### src/rtl/sched_pkg.sv
package sched_pkg;
    typedef enum logic [1:0] {
        PH_IDLE = 2'd0,
        PH_RUN  = 2'd1,
        PH_DONE = 2'd2
    } phase_e;
endpackage

### src/rtl/rr_pick.sv
module rr_pick #(
    parameter int N = 4,
    parameter int W = (N > 1) ? $clog2(N) : 1
) (
    input  logic [N-1:0] req,
    input  logic [W-1:0] ptr,
    output logic         hit,
    output logic [W-1:0] idx
);
    // programmable priority encoder: first set bit at or above ptr, wrapping
    always_comb begin
        hit = 1'b0;
        idx = '0;
        for (int k = 0; k < N; k++) begin
            if (!hit && req[(int'(ptr) + k) % N]) begin
                hit = 1'b1;
                idx = W'((int'(ptr) + k) % N);
            end
        end
    end
endmodule

### src/rtl/islip_sched.sv
module islip_sched
    import sched_pkg::*;
#(
    parameter int N     = 4,
    parameter int ITERS = 4
) (
    input  logic                               clk,
    input  logic                               rst_n,
    input  logic                               start_i,
    input  logic [N*N-1:0]                     req_i,
    output logic                               done_o,
    output logic [N-1:0]                       in_hit_o,
    output logic [N*((N>1)?$clog2(N):1)-1:0]   in_sel_o,
    output logic [N-1:0]                       out_hit_o,
    output logic [N*((N>1)?$clog2(N):1)-1:0]   out_sel_o
);
    localparam int W        = (N > 1) ? $clog2(N) : 1;
    localparam int ITER_EFF = (ITERS < 1) ? 1 : ((ITERS > N) ? N : ITERS);
    localparam int CW       = $clog2(ITER_EFF + 1);

    typedef struct packed {
        phase_e              ph;
        logic [CW-1:0]       iter;
        logic [N*N-1:0]      req;
        logic [N-1:0]        in_hit;
        logic [N-1:0][W-1:0] in_sel;
        logic [N-1:0]        out_hit;
        logic [N-1:0][W-1:0] out_sel;
        logic [N-1:0][W-1:0] gptr;
        logic [N-1:0][W-1:0] aptr;
    } st_t;

    st_t st_q, st_d;

    logic [N-1:0][N-1:0] g_req;
    logic [N-1:0]        g_any;
    logic [N-1:0][W-1:0] g_idx;
    logic [N-1:0][N-1:0] a_req;
    logic [N-1:0]        a_any;
    logic [N-1:0][W-1:0] a_idx;
    logic                busy;

    function automatic logic [W-1:0] step(input logic [W-1:0] x);
        return (int'(x) == N - 1) ? '0 : W'(int'(x) + 1);
    endfunction

    // grant side: output j sees requests from free inputs
    always_comb begin
        for (int j = 0; j < N; j++) begin
            for (int i = 0; i < N; i++) begin
                g_req[j][i] = st_q.req[i*N + j] & ~st_q.in_hit[i] & ~st_q.out_hit[j];
            end
        end
    end

    for (genvar gj = 0; gj < N; gj++) begin : g_grant
        rr_pick #(.N(N), .W(W)) u_pick (
            .req (g_req[gj]),
            .ptr (st_q.gptr[gj]),
            .hit (g_any[gj]),
            .idx (g_idx[gj])
        );
    end

    // accept side: input i sees grants addressed to it
    always_comb begin
        for (int i = 0; i < N; i++) begin
            for (int j = 0; j < N; j++) begin
                a_req[i][j] = g_any[j] && (g_idx[j] == W'(i));
            end
        end
    end

    for (genvar gi = 0; gi < N; gi++) begin : g_accept
        rr_pick #(.N(N), .W(W)) u_pick (
            .req (a_req[gi]),
            .ptr (st_q.aptr[gi]),
            .hit (a_any[gi]),
            .idx (a_idx[gi])
        );
    end

    always_comb begin
        st_d = st_q;
        unique case (st_q.ph)
            PH_RUN: begin
                for (int i = 0; i < N; i++) begin
                    if (a_any[i]) begin
                        st_d.in_hit[i]           = 1'b1;
                        st_d.in_sel[i]           = a_idx[i];
                        st_d.out_hit[a_idx[i]]   = 1'b1;
                        st_d.out_sel[a_idx[i]]   = W'(i);
                        if (st_q.iter == '0) begin
                            st_d.gptr[a_idx[i]] = step(W'(i));
                            st_d.aptr[i]        = step(a_idx[i]);
                        end
                    end
                end
                st_d.iter = st_q.iter + 1'b1;
                if (!(|a_any) || st_q.iter == CW'(ITER_EFF - 1)) begin
                    st_d.ph = PH_DONE;
                end
            end
            default: begin
                if (start_i) begin
                    st_d.ph      = PH_RUN;
                    st_d.iter    = '0;
                    st_d.req     = req_i;
                    st_d.in_hit  = '0;
                    st_d.in_sel  = '0;
                    st_d.out_hit = '0;
                    st_d.out_sel = '0;
                end
            end
        endcase
    end

    always_ff @(posedge clk or negedge rst_n) begin
        if (!rst_n) begin
            st_q <= '{ph: PH_IDLE, default: '0};
        end else begin
            st_q <= st_d;
        end
    end

    assign busy      = (st_q.ph == PH_RUN);
    assign done_o    = (st_q.ph == PH_DONE);
    assign in_hit_o  = st_q.in_hit;
    assign in_sel_o  = st_q.in_sel;
    assign out_hit_o = st_q.out_hit;
    assign out_sel_o = st_q.out_sel;
endmodule

### config.mk
export PLATFORM = sky130hd
export DESIGN_NAME = islip_sched
export DESIGN_NICKNAME = d
export VERILOG_FILES = /design/src/rtl/sched_pkg.sv /design/src/rtl/rr_pick.sv /design/src/rtl/islip_sched.sv
export SDC_FILE = /design/constraint.sdc
export NUM_CORES = 1
export LEC_CHECK = 0
export BUFFER_PORTS_ARGS = -buffer_cell sky130_fd_sc_hd__buf_4
export CAP_MARGIN = 20
export CORE_UTILIZATION = 50
export CTS_CLUSTER_DIAMETER = 40
export DETAILED_ROUTE_END_ITERATION = 16
export PLACE_DENSITY = 0.69
export SETUP_SLACK_MARGIN = 0.2
export SYNTH_ARGS = -nofsm -noshare
export SYNTH_HDL_FRONTEND = slang
export SYNTH_SLANG_ARGS = --single-unit
### constraint.sdc
create_clock -name clk -period 5 [get_ports clk]
set_input_delay 0.5 -clock clk [delete_from_list [all_inputs] [get_ports clk]]
set_output_delay 0.5 -clock clk [all_outputs]
set_load 0.01 [all_outputs]
==> results.py <==
metrics = {
    "status": {
        "status": "completed",
    },
    "run": {
        "drv_cap": 0,
    },
    "clock_tree": {
        "cts_hold_repair.buffers": 0,
        "htree_levels": 3,
        "cts_sinks": 61,
        "clock_path_buffers": 2,
        "root_buffer": "clkbuf_8",
        "path_clk_slew_ns": 0.07,
        "postCtsResizedCells": 0,
        "cts_setup_buffers": 0,
        "cts_tree": "done",
        "clock_latency_ns": 0.35,
        "cts_inserted_buffers": 9,
    },
    "setup_path": {
        "critPathKind": "flop to flop",
        "end_kind": "flop",
        "critical_path_buf_inv_count": 1,
        "worstSetupStartpointType": "flop",
        "rr_startpoint": "in_hit_o[1]",
        "rrSetupSlack_ns": 1.79,
        "cp.arrival_ns": 3.45,
        "crit_required_ns": 5.24,
        "cpMostUsedCell": "nand2b_1",
        "r2r-end": "st_q[10]",
        "worst_r2r_path_depth": 11,
        "cpPeakStageDelay_ns": 0.46,
        "crit_slowest_cell": "dfrtp_1",
        "critPathTopFamily": "compound AO/OA/AOI/OAI gates",
        "crit_chain": "nand2b_1 -> a221o_1 -> and3_4 -> and2_1 -> o221a_2 -> o22ai_1 -> inv_1 -> ha_1 -> nand2b_1 -> a32oi_1 -> o22a_1",
        "crit_path_max_fanout": 8,
    },
    "sta": {
        "hold_violations": 0,
        "finalSetupViolCount": 0,
        "setup_slack_ns": 1.79,
        "rsz0062_at_grt": "no",
        "maxSlewViolCount": 0,
        "worstMarginPinSlew_ns": 0.795,
        "fmax_ghz": 0.311,
        "finalSetupTns_ns": 0,
        "skew_ns": 0.0107,
        "relSlewSlack_pct": 46.8,
        "finalCriticalPeriod_ns": 3.21,
        "finalCritPeriodShare_pct": 64.3,
    },
    "global_route": {
        "grt_pass1_vias": 3290,
        "antenna_found_initial": 0,
        "grt_pass1_wl_microns": 17000,
        "grt_max_degree": 62,
        "grt.total_usage_pct": 25.1,
        "grt_overflow": 0,
    },
    "route": {
        "wl_per_cell_microns": 18.5,
        "drc": 0,
        "totalWireLength_microns": 10400,
        "first_iter_violations": 164,
        "vias_per_cell": 6.04,
        "postRouteAntennaNets": 0,
        "dr.pass1.iters": 4,
        "vias": 3387,
    },
    "synthesis": {
        "syn_area_sq_um": 4320,
        "yosys.area.top_type": "dfrtp_1",
        "synth_edf_count": 0,
        "async_flop_share_pct": 100,
        "syn_inst": 434,
        "yosysSeqAreaShare_pct": 35.4,
        "ys_top_cells_by_area": "dfrtp_1 (35%), mux2_2 (6.3%), ha_1 (5.5%)",
        "synth_ff_type": "dfrtp_1",
        "yosys_register_bits": 61,
        "yosys_warnings": 0,
        "synth.avg_cell_area_sq_um": 9.94,
        "synth.distinct_cells": 71,
        "yosys.area.top_type_share_pct": 35.4,
        "syn_nets": 472,
    },
    "worst_hold_path": {
        "worstHoldPathType": "primary input to asynchronous set/reset pin",
    },
    "placement": {
        "pre_cts_ws_ns": 1.82,
        "hpwl_microns": 7590,
        "placed_area_sq_um": 4530,
        "port_buffers": 43,
        "gp_congestion": 0.900,
    },
    "cells_and_area": {
        "num_antenna_cells": 0,
        "fillers": 723,
        "post_route_cells_drive_above_1_share_pct": 26.1,
        "final_nets": 489,
        "fin_util_pct": 56.9,
        "multi_input_area_sq_um": 2430,
        "final_cell_mix": "dfrtp_1 (61), buf_4 (45), inv_1 (28)",
        "register_area_sq_um": 1530,
        "area_growth_pct": 9.42,
        "design_area_sq_um": 4720,
        "final_common_cell": "dfrtp_1",
    },
    "power_and_ir_drop": {
        "power_per_cell_area_nw_per_um2": 803,
        "power.leakage_uw": 0.00206,
        "ir_drop_mv": 0.450,
    },
    "floorplan": {
        "start_util_pct": 52.0,
        "die_w_microns": 94.9,
        "core_area_sq_um": 8300,
        "fp.dieH_microns": 94.9,
        "ios": 44,
        "fp-row-count": 33,
        "die_area_sq_um": 9010,
    },
}
## flip-flops by register name, indices dropped and copies added, names as in the netlist
| signal | flops |
|---|---|
| in_hit_o | 4 |
| in_sel_o | 8 |
| out_hit_o | 4 |
| st_q | 37 |
| out_sel_o | 8 |
## per-layer routing
metal | part of all wire [%] | global-route usage (%) | up-vias
li1 | - | - | 1608
met1 | 47 | 33.9 | 1653
met2 | 46 | 38.8 | 107
met3 | 5.0 | 5.23 | 19
met4 | 2.3 | 10.5 | 0
met5 | 0 | 0 | -
## through the flow
stage	power, uW	std cells	hold WS [ns]
6_report	3790	561	0.211
5_1_grt	4100	561	0.302
3_3_place_gp	3270	545	0.492
4_1_cts	3780	561	0.269
3_5_place_dp	3320	545	0.493
2_1_floorplan	2800	434	0.204
## cell families (layout without fill, tap and decap cells)
logic type / after synthesis / in the layout / synth area share, %
AO/OA/AOI/OAI: 137 / 137 / 25.5
AND/OR/NAND/NOR: 116 / 116 / 16.9
buffers and inverters: 68 / 90 / 8.38
flip-flops: 61 / 61 / 35.4
multiplexers: 32 / 32 / 8.21
adder cells (fa/ha/maj): 19 / 19 / 5.51
XOR/XNOR: 1 / 1 / 0.203
## cells in the mapped netlist (9+ instances only)
cell,instances
clkbuf_1,10
dfrtp_1,61
buf_4,28
mux2_2,24
nand2_1,26
nand2b_1,21
ha_1,19
nor2_1,17
inv_1,28
a21oi_1,25
o21ai_0,16
o21ai_1,9
## area by class of cell
cell class                 count  area share [%]
sequential                    61            32.3
multi-input combinational    305            51.4
tap                          105            2.78
timing repair buffer          45            7.15
clock buffer                   9            2.62
inverter                      29            2.31
clock inverter                 7            1.40
## where the power goes
group	internal (uW)	switching, uW
Sequential	710	266
Combinational	1000	1370
Clock	227	215
Total	1940	1850
## how the worst max path moves through the flow
stage | from | depth (start not counted) | to | slack [ns]
6_report | in_hit_o[1] | 11 | st_q[10] | 1.79
4_1_cts | in_hit_o[2] | 11 | out_sel_o[7] | 1.82
2_1_floorplan | st_q[11] | 10 | out_sel_o[7] | 2.29
5_1_grt | in_hit_o[2] | 10 | out_hit_o[2] | 1.51
3_5_place_dp | in_hit_o[2] | 11 | out_sel_o[7] | 1.82
3_3_place_gp | in_hit_o[1] | 11 | st_q[10] | 1.91
Power figures use the tool's default switching activity.
